[config.mk]
export PLATFORM = sky130hd
export DESIGN_NAME = rx_frame_store
export DESIGN_NICKNAME = d
export VERILOG_FILES = /design/src/rtl/rx_frame_pkg.sv /design/src/rtl/rx_addr_filter.sv /design/src/rtl/rx_rank_tracker.sv /design/src/rtl/rx_frame_store.sv
export SDC_FILE = /design/constraint.sdc
export NUM_CORES = 1
export LEC_CHECK = 0
export ABC_AREA = 1
export BUFFER_PORTS_ARGS = -buffer_cell sky130_fd_sc_hd__buf_4
export CAP_MARGIN = 0
export CELL_PAD_IN_SITES_DETAIL_PLACEMENT = 0
export CELL_PAD_IN_SITES_GLOBAL_PLACEMENT = 2
export CORE_MARGIN = 3
export CORE_UTILIZATION = 23
export CTS_CLUSTER_SIZE = 40
export DETAILED_ROUTE_END_ITERATION = 7
export PLACE_DENSITY = 0.53
export SLEW_MARGIN = 10
export SYNTH_ARGS = -nofsm -noshare
export SYNTH_HDL_FRONTEND = slang
export SYNTH_SLANG_ARGS = --single-unit
[constraint.sdc]
create_clock -name clk_i -period 6.25 [get_ports clk_i]
set_input_delay 0.9375 -clock clk_i [delete_from_list [all_inputs] [get_ports clk_i]]
set_output_delay 0.9375 -clock clk_i [all_outputs]
set_load 0.01 [all_outputs]
[src/rtl/rx_frame_pkg.sv]
package rx_frame_pkg;
  localparam int NUM_BUF   = 3;
  localparam int RANK_W    = 2;
  localparam int NIB_W     = 4;
  localparam int ADDR_W    = 6;
  localparam logic [NIB_W-1:0] BCAST_ADDR = 4'hF;

  localparam logic [ADDR_W-1:0] A_ORDER = 6'h00;
  localparam logic [ADDR_W-1:0] A_CTRL  = 6'h01;
  localparam logic [ADDR_W-1:0] A_IRQ   = 6'h02;
  localparam logic [ADDR_W-1:0] A_LA01  = 6'h03;
  localparam logic [ADDR_W-1:0] A_LA2   = 6'h04;
  localparam logic [ADDR_W-1:0] A_LAEN  = 6'h05;
  localparam logic [ADDR_W-1:0] A_LEN0  = 6'h08;

  typedef logic [RANK_W-1:0] rank_t;
endpackage

[src/rtl/rx_addr_filter.sv]
module rx_addr_filter
  import rx_frame_pkg::*;
(
  input  logic [NIB_W-1:0]         dst_i,
  input  logic [NUM_BUF*NIB_W-1:0] la_i,
  input  logic [NUM_BUF-1:0]       en_i,
  output logic                     match_o
);
  always_comb begin
    match_o = (dst_i == BCAST_ADDR);
    for (int k = 0; k < NUM_BUF; k++)
      if (en_i[k] && la_i[k*NIB_W +: NIB_W] == dst_i) match_o = 1'b1;
  end
endmodule

[src/rtl/rx_rank_tracker.sv]
module rx_rank_tracker
  import rx_frame_pkg::*;
(
  input  logic                      clk_i,
  input  logic                      rst_ni,
  input  logic [NUM_BUF-1:0]        rel_i,
  input  logic                      commit_i,
  input  logic [1:0]                commit_idx_i,
  output logic [NUM_BUF*RANK_W-1:0] rank_o,
  output logic [NUM_BUF-1:0]        occ_o
);
  rank_t rank_q [NUM_BUF];
  rank_t rank_d [NUM_BUF];
  logic [NUM_BUF-1:0] gone, keep;
  rank_t live;

  always_comb begin
    for (int b = 0; b < NUM_BUF; b++) occ_o[b] = (rank_q[b] != '0);
    gone = occ_o & rel_i;
    keep = occ_o & ~rel_i;
    live = '0;
    for (int b = 0; b < NUM_BUF; b++) live = live + rank_t'(keep[b]);
    for (int b = 0; b < NUM_BUF; b++) begin
      rank_t dec;
      dec = '0;
      for (int j = 0; j < NUM_BUF; j++)
        if (gone[j] && rank_q[j] < rank_q[b]) dec = dec + 1'b1;
      rank_d[b] = keep[b] ? rank_q[b] - dec : '0;
    end
    if (commit_i) rank_d[commit_idx_i] = live + 1'b1;
  end

  always_ff @(posedge clk_i or negedge rst_ni) begin
    if (!rst_ni) begin
      for (int b = 0; b < NUM_BUF; b++) rank_q[b] <= '0;
    end else begin
      for (int b = 0; b < NUM_BUF; b++) rank_q[b] <= rank_d[b];
    end
  end

  generate
    for (genvar b = 0; b < NUM_BUF; b++) begin : g_pack
      assign rank_o[b*RANK_W +: RANK_W] = rank_q[b];
    end
  endgenerate

  assert_rank_distinct_R3: assert property (@(posedge clk_i) disable iff (!rst_ni)
    !(occ_o[0] && occ_o[1] && rank_q[0] == rank_q[1]) &&
    !(occ_o[0] && occ_o[2] && rank_q[0] == rank_q[2]) &&
    !(occ_o[1] && occ_o[2] && rank_q[1] == rank_q[2]));

  assert_rank_dense_R3: assert property (@(posedge clk_i) disable iff (!rst_ni)
    (int'(rank_q[0]) <= $countones(occ_o)) && (int'(rank_q[1]) <= $countones(occ_o)) &&
    (int'(rank_q[2]) <= $countones(occ_o)));

  assert_commit_free_R3: assert property (@(posedge clk_i) disable iff (!rst_ni)
    commit_i |-> !occ_o[commit_idx_i]);

  assert_release_drop_R4: assert property (@(posedge clk_i) disable iff (!rst_ni)
    ((|(rel_i & occ_o)) && !commit_i) |=> ($countones(occ_o) == $past($countones(occ_o & ~rel_i))));
endmodule

[src/rtl/rx_frame_store.sv]
module rx_frame_store
  import rx_frame_pkg::*;
#(
  parameter int MAX_LEN = 16
) (
  input  logic              clk_i,
  input  logic              rst_ni,
  input  logic              frm_start_i,
  input  logic              frm_byte_vld_i,
  input  logic [7:0]        frm_byte_i,
  input  logic              frm_end_i,
  input  logic              reg_wr_i,
  input  logic [ADDR_W-1:0] reg_addr_i,
  input  logic [7:0]        reg_wdata_i,
  output logic [7:0]        reg_rdata_o,
  output logic [2:0]        irq_ready_o,
  output logic              overflow_o
);
  localparam int LEN_W = $clog2(MAX_LEN + 1);
  localparam int IDX_W = $clog2(MAX_LEN);

  logic [3:0]         ctrl_q;
  logic [7:0]         la01_q;
  logic [3:0]         la2_q;
  logic [2:0]         laen_q;
  logic [2:0]         irq_q;
  logic               ovf_q;
  logic [7:0]         mem_q [NUM_BUF][MAX_LEN];
  logic [LEN_W-1:0]   len_q [NUM_BUF];
  logic               active_q, drop_q;
  logic [1:0]         tgt_q;
  logic [LEN_W-1:0]   cnt_q;

  logic [NUM_BUF*RANK_W-1:0] rank_pk;
  logic [NUM_BUF-1:0] occ, avail;
  logic [1:0]         pick;
  logic               match, byte_live, byte_take, byte_reject, commit, none_free;
  logic [LEN_W-1:0]   cnt_eff;
  logic [2:0]         irq_set;

  rx_addr_filter u_filter (
    .dst_i  (frm_byte_i[NIB_W-1:0]),
    .la_i   ({la2_q, la01_q}),
    .en_i   (laen_q),
    .match_o(match)
  );

  rx_rank_tracker u_rank (
    .clk_i       (clk_i),
    .rst_ni      (rst_ni),
    .rel_i       (ctrl_q[2:0]),
    .commit_i    (commit),
    .commit_idx_i(tgt_q),
    .rank_o      (rank_pk),
    .occ_o       (occ)
  );

  always_comb begin
    avail = ~occ & ~ctrl_q[2:0] & (ctrl_q[3] ? 3'b111 : 3'b001);
    none_free = ~|avail;
    pick = '0;
    for (int b = NUM_BUF - 1; b >= 0; b--) if (avail[b]) pick = 2'(b);
    byte_live   = frm_byte_vld_i & active_q & ~drop_q & ~frm_start_i;
    byte_take   = byte_live & ((cnt_q != '0) | match) & (cnt_q < LEN_W'(MAX_LEN));
    byte_reject = byte_live & (cnt_q == '0) & ~match;
    cnt_eff     = cnt_q + LEN_W'(byte_take);
    commit      = frm_end_i & ~frm_start_i & active_q & ~drop_q & ~byte_reject &
                  (cnt_eff != '0) & ~ctrl_q[tgt_q];
    irq_set     = commit ? (3'b001 << tgt_q) : 3'b000;
  end

  // frame capture sequencing
  always_ff @(posedge clk_i or negedge rst_ni) begin
    if (!rst_ni) begin
      active_q <= 1'b0;
      drop_q   <= 1'b0;
      tgt_q    <= '0;
      cnt_q    <= '0;
    end else if (frm_start_i) begin
      active_q <= 1'b1;
      drop_q   <= none_free;
      tgt_q    <= pick;
      cnt_q    <= '0;
    end else begin
      if (byte_take)   cnt_q  <= cnt_q + 1'b1;
      if (byte_reject) drop_q <= 1'b1;
      if (frm_end_i)   active_q <= 1'b0;
    end
  end

  generate
    for (genvar b = 0; b < NUM_BUF; b++) begin : g_buf
      always_ff @(posedge clk_i) begin
        if (byte_take && tgt_q == 2'(b)) mem_q[b][cnt_q[IDX_W-1:0]] <= frm_byte_i;
      end
      always_ff @(posedge clk_i or negedge rst_ni) begin
        if (!rst_ni) len_q[b] <= '0;
        else if (commit && tgt_q == 2'(b)) len_q[b] <= cnt_eff;
      end
    end
  endgenerate

  // software registers
  always_ff @(posedge clk_i or negedge rst_ni) begin
    if (!rst_ni) begin
      ctrl_q <= 4'h8;
      la01_q <= '0;
      la2_q  <= '0;
      laen_q <= '0;
      irq_q  <= '0;
      ovf_q  <= 1'b0;
    end else begin
      if (reg_wr_i && reg_addr_i == A_CTRL) ctrl_q <= reg_wdata_i[3:0];
      if (reg_wr_i && reg_addr_i == A_LA01) la01_q <= reg_wdata_i;
      if (reg_wr_i && reg_addr_i == A_LA2)  la2_q  <= reg_wdata_i[3:0];
      if (reg_wr_i && reg_addr_i == A_LAEN) laen_q <= reg_wdata_i[6:4];
      if (reg_wr_i && reg_addr_i == A_IRQ) begin
        irq_q <= (irq_q & ~reg_wdata_i[2:0]) | irq_set;
        ovf_q <= (ovf_q & ~reg_wdata_i[3]) | (frm_start_i & none_free);
      end else begin
        irq_q <= irq_q | irq_set;
        ovf_q <= ovf_q | (frm_start_i & none_free);
      end
    end
  end

  always_comb begin
    logic [1:0] sel;
    sel = reg_addr_i[ADDR_W-1:IDX_W] - 2'd1;
    reg_rdata_o = '0;
    if (reg_addr_i[ADDR_W-1:IDX_W] != '0) begin
      reg_rdata_o = mem_q[sel][reg_addr_i[IDX_W-1:0]];
    end else begin
      case (reg_addr_i)
        A_ORDER: reg_rdata_o = 8'(rank_pk);
        A_CTRL:  reg_rdata_o = {4'h0, ctrl_q};
        A_IRQ:   reg_rdata_o = {4'h0, ovf_q, irq_q};
        A_LA01:  reg_rdata_o = la01_q;
        A_LA2:   reg_rdata_o = {4'h0, la2_q};
        A_LAEN:  reg_rdata_o = {1'b0, laen_q, 4'h0};
        A_LEN0, A_LEN0 + 6'd1, A_LEN0 + 6'd2:
                 reg_rdata_o = 8'(len_q[reg_addr_i[1:0]]);
        default: reg_rdata_o = '0;
      endcase
    end
  end

  assign irq_ready_o = irq_q;
  assign overflow_o  = ovf_q;

  assert_irq_on_commit_R8: assert property (@(posedge clk_i) disable iff (!rst_ni)
    commit |=> irq_ready_o[$past(tgt_q)]);

  assert_len_max_R5: assert property (@(posedge clk_i) disable iff (!rst_ni)
    (len_q[0] <= LEN_W'(MAX_LEN)) && (len_q[1] <= LEN_W'(MAX_LEN)) &&
    (len_q[2] <= LEN_W'(MAX_LEN)));

  assert_ovf_sticky_R7: assert property (@(posedge clk_i) disable iff (!rst_ni)
    (overflow_o && !(reg_wr_i && reg_addr_i == A_IRQ && reg_wdata_i[3])) |=> overflow_o);

  assert_single_mode_R9: assert property (@(posedge clk_i) disable iff (!rst_ni)
    (commit && !ctrl_q[3]) |-> (tgt_q == 2'd0));
endmodule

Word-level counts from Yosys, hierarchy flattened
Memories as Yosys holds them, arrays and structs flattened.
Index checks and enable logic that the tools add are counted.
{"block": "word_totals", "memories": 1, "reg_bits": 53, "mem_bits_rw": 384}
{"block": "classes", "eq_ne": 14, "n_shift": 1, "addsub": 15, "n_reduce_logical": 42, "muxes": 56, "bitwise_logic": 38, "n_lt_le_gt_ge": 17}
{"memory": "mem_q", "depth": 3, "word_bits": 128, "rd": 1, "rd_clocked_by_memory_dff": 0, "wr": 1, "line": "rx_frame_store.sv:28", "source": "logic [7:0] mem_q [NUM_BUF][MAX_LEN];"}
{"operator": "$mux 128", "count": 7}
{"operator": "$reduce_or 128->1", "count": 2}
{"operator": "$pmux 8 s7", "count": 1}
{"operator": "$bmux 8 s4", "count": 1}
{"operator": "$demux 8 s4", "count": 1}
{"operator": "$mux 8", "count": 4}
{"operator": "$mux 2", "count": 15}
{"operator": "$logic_and 1x1->1", "count": 25}
{"operator": "$mux 5", "count": 4}
{"operator": "$eq 6x4->1 const B", "count": 3}
{"operator": "$lt 2x2->1", "count": 9}
{"operator": "$and 1x1->1", "count": 15}
{"operator": "$and 3x3->3", "count": 5}
{"operator": "$mux 1", "count": 15}
{"operator": "$reduce_bool 2->1", "count": 7}
{"operator": "$eq 4x4->1", "count": 3}
{"operator": "$eq 6x2->1 const B", "count": 2}
{"operator": "$eq 6x3->1 const B", "count": 2}
{"operator": "$bmux 5 s2", "count": 1}
{"operator": "$ge 5x5->1 const B", "count": 2}
{"operator": "$not 4->5", "count": 2}
{"operator": "$reduce_bool 5->1", "count": 2}
{"operator": "$mux 3", "count": 3}
{"operator": "$not 3->3", "count": 3}
{"operator": "other kinds (31)", "count": 49}

Logic depth before layout (Yosys ltp)
Gate-level depths: netlist of run 1.
{"block": "logic_depth", "word_depth": 15, "ltp_mapped": 18, "mapped_depth_nobuf": 18}

Hierarchy
From an unflattened synthesis of run 1, not the netlist that was laid out.
{"block": "unflattened", "cells_unflattened": 1942, "hier_area_um2": 19398.6}
{"mod": "rx_frame_store", "seq_area_each_um2": 12708.4, "area_each_um2": 18435.2, "cells_each": 1771, "n_inst": 1}
{"mod": "rx_rank_tracker", "seq_area_each_um2": 150.1, "area_each_um2": 730.7, "cells_each": 116, "n_inst": 1}
{"mod": "rx_addr_filter", "seq_area_each_um2": 0.0, "area_each_um2": 232.7, "cells_each": 55, "n_inst": 1}

Worst setup path after synthesis of run 1
No wires, ideal clock.
{"block": "synth_timing", "kind": "input port to output port", "startpoint": "input port reg_addr_i[4]", "endpoint": "output port reg_rdata_o[4]", "slack_ps": 2259, "t_arrival_ps": 3054, "stages": 17, "path_buffers": 6, "t_required_ps": 5312, "cell_sequence": "buf_2 -> clkinv_1 -> buf_2 -> buf_2 -> ha_1 -> buf_2 -> inv_2 -> buf_2 -> clkbuf_1 -> nand2_1 -> nand2_1 -> inv_1 -> a21oi_1 -> nand2_1 -> nand3_1 -> nand2_1 -> inv_1"}
{"block": "synth_via", "elab_chain_len": 6, "word_cells_on_any_way": 18, "classes_between": "add/sub (1); eq/ne (8); mux (5); reduce/logical (3); memory (1)"}
{"element": "start, declared", "line": "rx_frame_store.sv:13", "source": "input logic [ADDR_W-1:0] reg_addr_i,"}
{"element": "$sub 2x1->2", "line": "rx_frame_store.sv:129", "source": "sel = reg_addr_i[ADDR_W-1:IDX_W] - 2'd1;"}
{"element": "$mem_v2 3x128"}
{"element": "$bmux 8 s4", "line": "rx_frame_store.sv:132", "source": "reg_rdata_o = mem_q[sel][reg_addr_i[IDX_W-1:0]];"}
{"element": "$mux 8 (not written as such) (2 in a row)", "line": "rx_frame_store.sv:132"}
{"element": "$mux 8 (*)", "line": "rx_frame_store.sv:131", "source": "if (reg_addr_i[ADDR_W-1:IDX_W] != '0) begin"}
{"element": "end, declared", "line": "rx_frame_store.sv:15", "source": "output logic [7:0] reg_rdata_o,"}
Every way passes the cells marked *; elsewhere a longest branch is shown, timed or not. The select of a mux whose other input is x is not followed.

Final worst setup path of run 1
{"block": "layout_timing", "startpoint": "input port reg_addr_i[4]", "endpoint": "output port reg_rdata_o[7]"}
Same word-level chain as after synthesis.

==> results of run 1 <==
-- worst register-to-register path, stage by stage, from the launching register on --
cell and delay (ns):
dfrtp_1 0.43, inv_1 0.14, ha_1 0.29, nand2_1 0.22, nor2_1 0.16, nand2_1 0.08
nor2_2 0.35, nor3_4 0.11, ha_1 0.23, ha_1 0.23, xnor2_1 0.19, nand2_1 0.11
nor3_2 0.07, nor2_4 0.50, nand4_2 0.48, nand2_1 0.17, nand2_1 0.07
-- power groups by stage --
| stage | Sequential (mW) | Clock (mW) | Combinational [mW] |
|---|---|---|---|
| after CTS | 3.24 | 3.10 | 0.545 |
| after detailed placement | 3.30 | 0 | 0.544 |
| after floorplan | 3.29 | 0 | 0.263 |
| after global routing | 3.24 | 3.22 | 0.586 |
| after global placement | 3.30 | 0 | 0.545 |
| final | 3.24 | 3.02 | 0.527 |
-- final timing paths --
path | startpoint | end | slack (ns) | cells past startpoint
worst min register to register | len_q[3] | len_q[3] | 0.48 | 2
worst max-delay path | reg_addr_i[4] | reg_rdata_o[7] | 1.66 | 13
worst min-delay path | rst_ni | u_rank.rank_o[2] | 0.39 | 1
max in group asynchronous | rst_ni | la01_q[0] | 5.37 | 1
min in group clk_i | len_q[3] | len_q[3] | 0.48 | 2
worst max register to register | cnt_q[0] | u_rank.rank_o[2] | 2.30 | 16
-- through the flow --
step	hold slack, ns	power, mW	instances
global placement	0.4631	3.841	2859
finish	0.3905	6.779	2955
detailed placement	0.4666	3.841	2859
CTS	0.3986	6.881	2955
floorplan	0.4499	3.548	1799
global route	0.4361	7.044	2955
-- cell usage in the layout, fill, tap and decap left out, types with 2 or more instances in the layout --
cell type / netlist / routed
a211oi_1: 6 / 6
xor2_1: 2 / 2
clkbuf_1: 38 / 13
nor2_4: 3 / 4
o22ai_1: 6 / 6
nand2_1: 574 / 574
clkinv_1: 5 / 23
nand4_1: 53 / 53
dfrtp_1: 52 / 52
inv_1: 106 / 105
nor2_2: 3 / 3
inv_2: 5 / 4
xnor2_1: 9 / 9
bufinv_16: 0 / 5
ha_1: 21 / 20
o21ai_1: 13 / 13
edfxtp_1: 384 / 384
nor2_1: 181 / 180
o211ai_1: 5 / 5
nor3_1: 3 / 3
nand4_2: 3 / 3
buf_4: 3 / 76
a21oi_1: 25 / 24
clkinv_2: 0 / 5
o21ai_0: 154 / 154
nand3_1: 94 / 94
clkbuf_16: 0 / 53
nand3b_1: 2 / 2
a22oi_1: 4 / 4
and3_1: 2 / 2
-- area by class of cell --
class | instances | area (sq um) | share of cell area
Sequential cell | 437 | 12860 | 0.5787
Inverter | 116 | 439.2 | 0.01976
Timing Repair Buffer | 77 | 590.6 | 0.02658
Tap cell | 1060 | 1326 | 0.05968
Clock inverter | 30 | 304.0 | 0.01368
Multi-Input combinational cell | 1169 | 5328 | 0.2398
Clock buffer | 66 | 1375 | 0.06188
-- metal layers --
layer	vias to the layer above	wire [um]	GRT usage
li1	6251	-	-
met5	-	0	0
met4	0	1521	0.03951
met2	233	30550	0.2464
met1	6586	30630	0.2084
met3	87	2341	0.02094
-- flip-flops by register name, summed over array words and instances (netlist names) --
signal / cells
drop_q: 1
overflow_o: 1
u_rank.rank_o: 6
laen_q: 3
tgt_q: 2
ctrl_q: 4
active_q: 1
irq_ready_o: 3
la2_q: 4
la01_q: 8
len_q: 15
cnt_q: 5
mem_q: 384
-- cells by family after synthesis --
logic type,Yosys count,share of synthesized area
XOR/XNOR,11,0.005087
flip-flops,437,0.6789
adder cells (fa/ha/maj),21,0.01387
AND/OR/NAND/NOR,922,0.2013
AO/OA/AOI/OAI,214,0.05912
multiplexers,1,0.0005945
buffers and inverters,193,0.04109
==> summary.md, run 1 <==
| Metric | Value |
|---|---|
| CTS tree | `yes` |
| Root Driver | `clkbuf_16` |
| Pre-CTS WS | `1.559 ns` |
| DRT Pass-1 Iters | `5` |
| Global-route wire length before repair | `94.50 mm` |
| Htree depth | `2` |
| WL final | `65.05 mm` |
| Sequential share of the synthesized area | `0.6789` |
| Ratio of cells with drive above 1 in the final layout | `0.08760` |
| F_max | `217.6 MHz` |
| Clock insertion delay at the later pin of the skew report | `0.61 ns` |
| Worst path max stage delay | `0.56 ns` |
| Reg clk slew, reported paths | `0.06 ns` |
| Number of cell rows | `104` |
| CTS Sinks | `437` |
| YS warnings | `0` |
| I/O Buffers | `39` |
| WL/cell | `22.01 um` |
| Comb power frac | `0.078` |
| Post-synth top flop | `edfxtp_1` |
| Vias in the first global route | `13.29k` |
| Post-route ant nets | `0` |
| Post-place instance area | `0.02054 sq mm` |
| Cells after synthesis | `1,799` |
| Register share of total power | `0.477` |
| Initial antenna violation count | `1` |
| Crit Path Class | `input pin to output pin` |
| Setup crit start kind | `input pin` |
| Sw Pwr | `1.676 mW` |
| Worst hold path type | `input pin to asynchronous set/reset pin` |
| Netlist Area Pre-Place | `0.01894 sq mm` |
| Via count | `13.16k` |
| IO Count | `40` |
| Core area | `0.08107 sq mm` |
| Final Cell Area | `0.02222 sq mm` |
| Starting DRT DRC Count | `871` |
| Synth top area cells | `edfxtp_1, nand2_1, dfrtp_1, o21ai_0, nor2_1` |
| Peak VDD IR | `0.1906 mV` |
| CP required | `5.31 ns` |
| Synth Net Count | `1,848` |
| CP Cell Sequence | `buf_4 -> inv_4 -> ha_4 -> buf_4 -> o21ai_0 -> o21ai_0 -> a21oi_1 -> nand3_1 -> nand2_1 -> nand3_1 -> nand2_1 -> nand2_1 -> buf_4` |
| Setup TNS | `0 ns` |
| Status | `completed` |
| Syn Area/Cell | `10.53 sq um` |
| GRT overflow | `0` |
| Post-route DRC | `0` |
| Placer congestion estimate | `0.7484` |
| Die area | `0.08583 sq mm` |
| Lkg Pwr | `8.169 nW` |
| Top post-synthesis cells by count | `nand2_1, edfxtp_1, nor2_1` |
| Buf/Inv on CP | `4` |
| Final period util | `0.7352` |
| Post-route core utilization | `0.2741` |
| Most common cell in the synthesized netlist | `nand2_1` |
| Delay-heaviest family, CP | `buffers and inverters` |
| Max clock buf depth | `3` |
| Layout area overhead | `17.32%` |
| Initial core utilization | `0.2336` |
| CTS Hold Bufs | `0` |
| Die height | `293.0 um` |
| Via-to-Cell Ratio | `4.452` |
| Post-CTS Setup Bufs | `0` |
| CP max-delay cell | `buf_4` |
| Headroom to the max-slew limit | `0.2750` |
| Pin count of the biggest net entering global routing | `58` |
| Max-Cap Viols | `0` |
| Clk pwr share | `0.445` |
| Pwr Density | `305.1 mW/mm^2` |
| Final setup viols | `0` |
| Post-synthesis cell type count | `37` |
| Final max-slew violation count | `0` |
| Post-synth top area share | `0.6088` |
| Sw Ratio | `0.2472` |
| HPWL Detailed | `40.68 mm` |
| Synth area leader | `edfxtp_1` |
| Worst-Margin Slew | `1.085 ns` |
| Nets | `1,903` |
| Count of final hold-check violations | `0` |
| Filler cells | `8,507` |
| TritonCTS Buffers | `53` |
| Critical path endpoint category | `output pin` |
| Worst-path fanout max | `52` |
| Die W | `293.0 um` |
| Worst path arrival time | `3.66 ns` |
| Total Routing Usage GR | `0.1500` |
| Skew final | `0.02082 ns` |
| Pint | `5.103 mW` |
| Final worst slack | `1.655 ns` |
| EDFF count, synth | `384` |
| Final min period | `4.595 ns` |
| Post-CTS sizing | `0` |
| RSZ-0062 raised after global routing | `false` |
| Antenna diodes | `0` |
| Register bit total from synthesis | `437` |
| Asr flop ratio synth | `0.1213` |
No activity file was read; power rests on OpenSTA's default activity.
==> run 2: changes to the inputs <==
==> constraint.sdc (replaced) <==
create_clock -name clk_i -period 4.5 [get_ports clk_i]
set_input_delay 0.675 -clock clk_i [delete_from_list [all_inputs] [get_ports clk_i]]
set_output_delay 0.675 -clock clk_i [all_outputs]
set_load 0.01 [all_outputs]
==> run 2 against run 1 <==
  * Power grew 39%
  * First-iteration DRC count grew 1.4%
  * Worst setup slack lost 1.1 ns
  * Register-to-register slack lost 1.4 ns
  * Wire length is essentially flat
  * Via count grew 0.56%
  * Global-route usage grew 0.14 points
  * Cell count grew 1.2%
  * Sequential share of layout area shrank 0.93 points
  * Critical path depth is the same
  * Clock power grew 39%
  * Final area grew 1.6%
==> summary.md, run 2 (synthesis gave the netlist of run 1 again) <==
| Metric | Value |
|---|---|
| Max clock buf depth | `3` |
| CTS tree | `yes` |
| Non-filler cells, final | `2,991` |
| Worst-path fanout max | `39` |
| CTS Hold Bufs | `0` |
| Post-route DRC | `0` |
| Count of final hold-check violations | `0` |
| GRT overflow | `0` |
| Post-route ant nets | `0` |
| Number of cell rows | `104` |
| Peak VDD IR | `0.2654 mV` |
| Worst-Margin Slew | `1.010 ns` |
| Htree depth | `2` |
| WL final | `64.98 mm` |
| TritonCTS Buffers | `53` |
| Nets | `1,942` |
| Cell repeated most along the worst path | `nand2_1` |
| F_max | `254.8 MHz` |
| Initial antenna violation count | `2` |
| Worst hold path type | `input pin to asynchronous set/reset pin` |
| Most common cell after layout, fill and taps aside | `nand2_1` |
| Ratio of cells with drive above 1 in the final layout | `0.1103` |
| Reg clk slew, reported paths | `0.06 ns` |
| Via-to-Cell Ratio | `4.424` |
| Dpl cells | `2,898` |
| Post-CTS sizing | `0` |
| Final max-slew violation count | `0` |
| Headroom to the max-slew limit | `0.3252` |
| Die height | `293.0 um` |
| Global-route wire length before repair | `95.49 mm` |
| Root Driver | `clkbuf_16` |
| Skew final | `0.02524 ns` |
| CP max-delay cell | `o21ai_0` |
| Status | `completed` |
| Via count | `13.23k` |
| Clock insertion delay at the later pin of the skew report | `0.61 ns` |
| Most frequent cells in the layout | `nand2_1, edfxtp_1, nor2_1` |
| Final setup viols | `0` |
| Post-CTS Setup Bufs | `0` |
| Max reg flops | `384` |
| CP required | `3.83 ns` |
| Setup crit start kind | `input pin` |
| HPWL Detailed | `41.21 mm` |
| Max-Cap Viols | `0` |
| Filler cells | `8,490` |
| Crit Path Class | `input pin to output pin` |
| Worst path arrival time | `3.25 ns` |
| Pwr Density | `418.3 mW/mm^2` |
| IO Count | `40` |
| Worst hold slack | `0.1166 ns` |
| WL/cell | `21.73 um` |
| Vias in the first global route | `13.38k` |
| Total Routing Usage GR | `0.1515` |
| Die W | `293.0 um` |
| CTS Sinks | `437` |
| Worst path max stage delay | `0.47 ns` |
| Final period util | `0.8721` |
| RSZ-0062 raised after global routing | `false` |
| Starting DRT DRC Count | `883` |
| Layout area overhead | `19.24%` |
| Setup TNS | `0 ns` |
| Final min period | `3.925 ns` |
| Placer congestion estimate | `0.7817` |
| DRT Pass-1 Iters | `5` |
| Critical path endpoint category | `output pin` |
| Final total power | `9.446 mW` |
| Lkg Pwr | `8.407 nW` |
| Antenna diodes | `0` |
| Initial core utilization | `0.2336` |
| Pin count of the biggest net entering global routing | `105` |
| I/O Buffers | `39` |
| Core area | `0.08107 sq mm` |
| Die area | `0.08583 sq mm` |
| CP Cell Sequence | `buf_4 -> inv_4 -> ha_4 -> buf_4 -> o21ai_0 -> o21ai_0 -> nand2_1 -> nand4_1 -> nand2_1 -> nand3_1 -> nand2_1 -> nand2_1 -> buf_4` |
run 2: area by class of cell:
class	instances	area [sq um]	share of cell area
Clock inverter	26	311.5	0.01379
Tap cell	1060	1326	0.05873
Multi-Input combinational cell	1169	5324	0.2357
Timing Repair Buffer	116	945.9	0.04188
Inverter	116	439.2	0.01945
Sequential cell	437	12860	0.5694
Clock buffer	67	1379	0.06105
run 2: path summary, 6_finish.rpt:
kind	start	to	slack [ns]	cells past startpoint
worst min-delay path	rst_ni	u_rank.rank_o[2]	0.12	1
worst max-delay path	reg_addr_i[4]	reg_rdata_o[2]	0.58	13
min in group clk_i	frm_end_i	active_q	0.26	2
max in group asynchronous	rst_ni	cnt_q[3]	3.91	1
worst max register to register	cnt_q[2]	u_rank.rank_o[2]	0.87	15
worst min register to register	len_q[2]	len_q[2]	0.48	2
run 2: where the power goes:
group          switching, mW  total [mW]  internal (mW)
sequential            0.0447        4.50           4.45
clock                   1.74        4.20           2.46
combinational          0.547       0.747          0.200
total                   2.33        9.45           7.11
run 2: critical path, delay by kind of cell:
family / cells / cell delay [ns]
adder cells (fa/ha/maj): 1 / 0.32
AO/OA/AOI/OAI: 2 / 0.63
buffers and inverters: 4 / 0.78
AND/OR/NAND/NOR: 6 / 0.78
run 2: metrics by stage:
stage / util / instance area [sq um] / setup slack (ns)
final: 0.2786 / 22580 / 0.5755
after floorplan: - / 18940 / 1.034
after global placement: 0.2577 / 20890 / 0.5263
after CTS: 0.2786 / 22580 / 0.5411
after detailed placement: 0.2577 / 20890 / 0.5564
after global routing: 0.2786 / 22580 / 0.4770
run 2: metal layers:
metal / vias up / track usage / wire [um]
li1: 6324 / - / -
met1: 6603 / 0.2130 / 30780
met2: 243 / 0.2502 / 30670
met3: 61 / 0.01927 / 2391
met4: 0 / 0.03291 / 1142
met5: - / 0 / 0
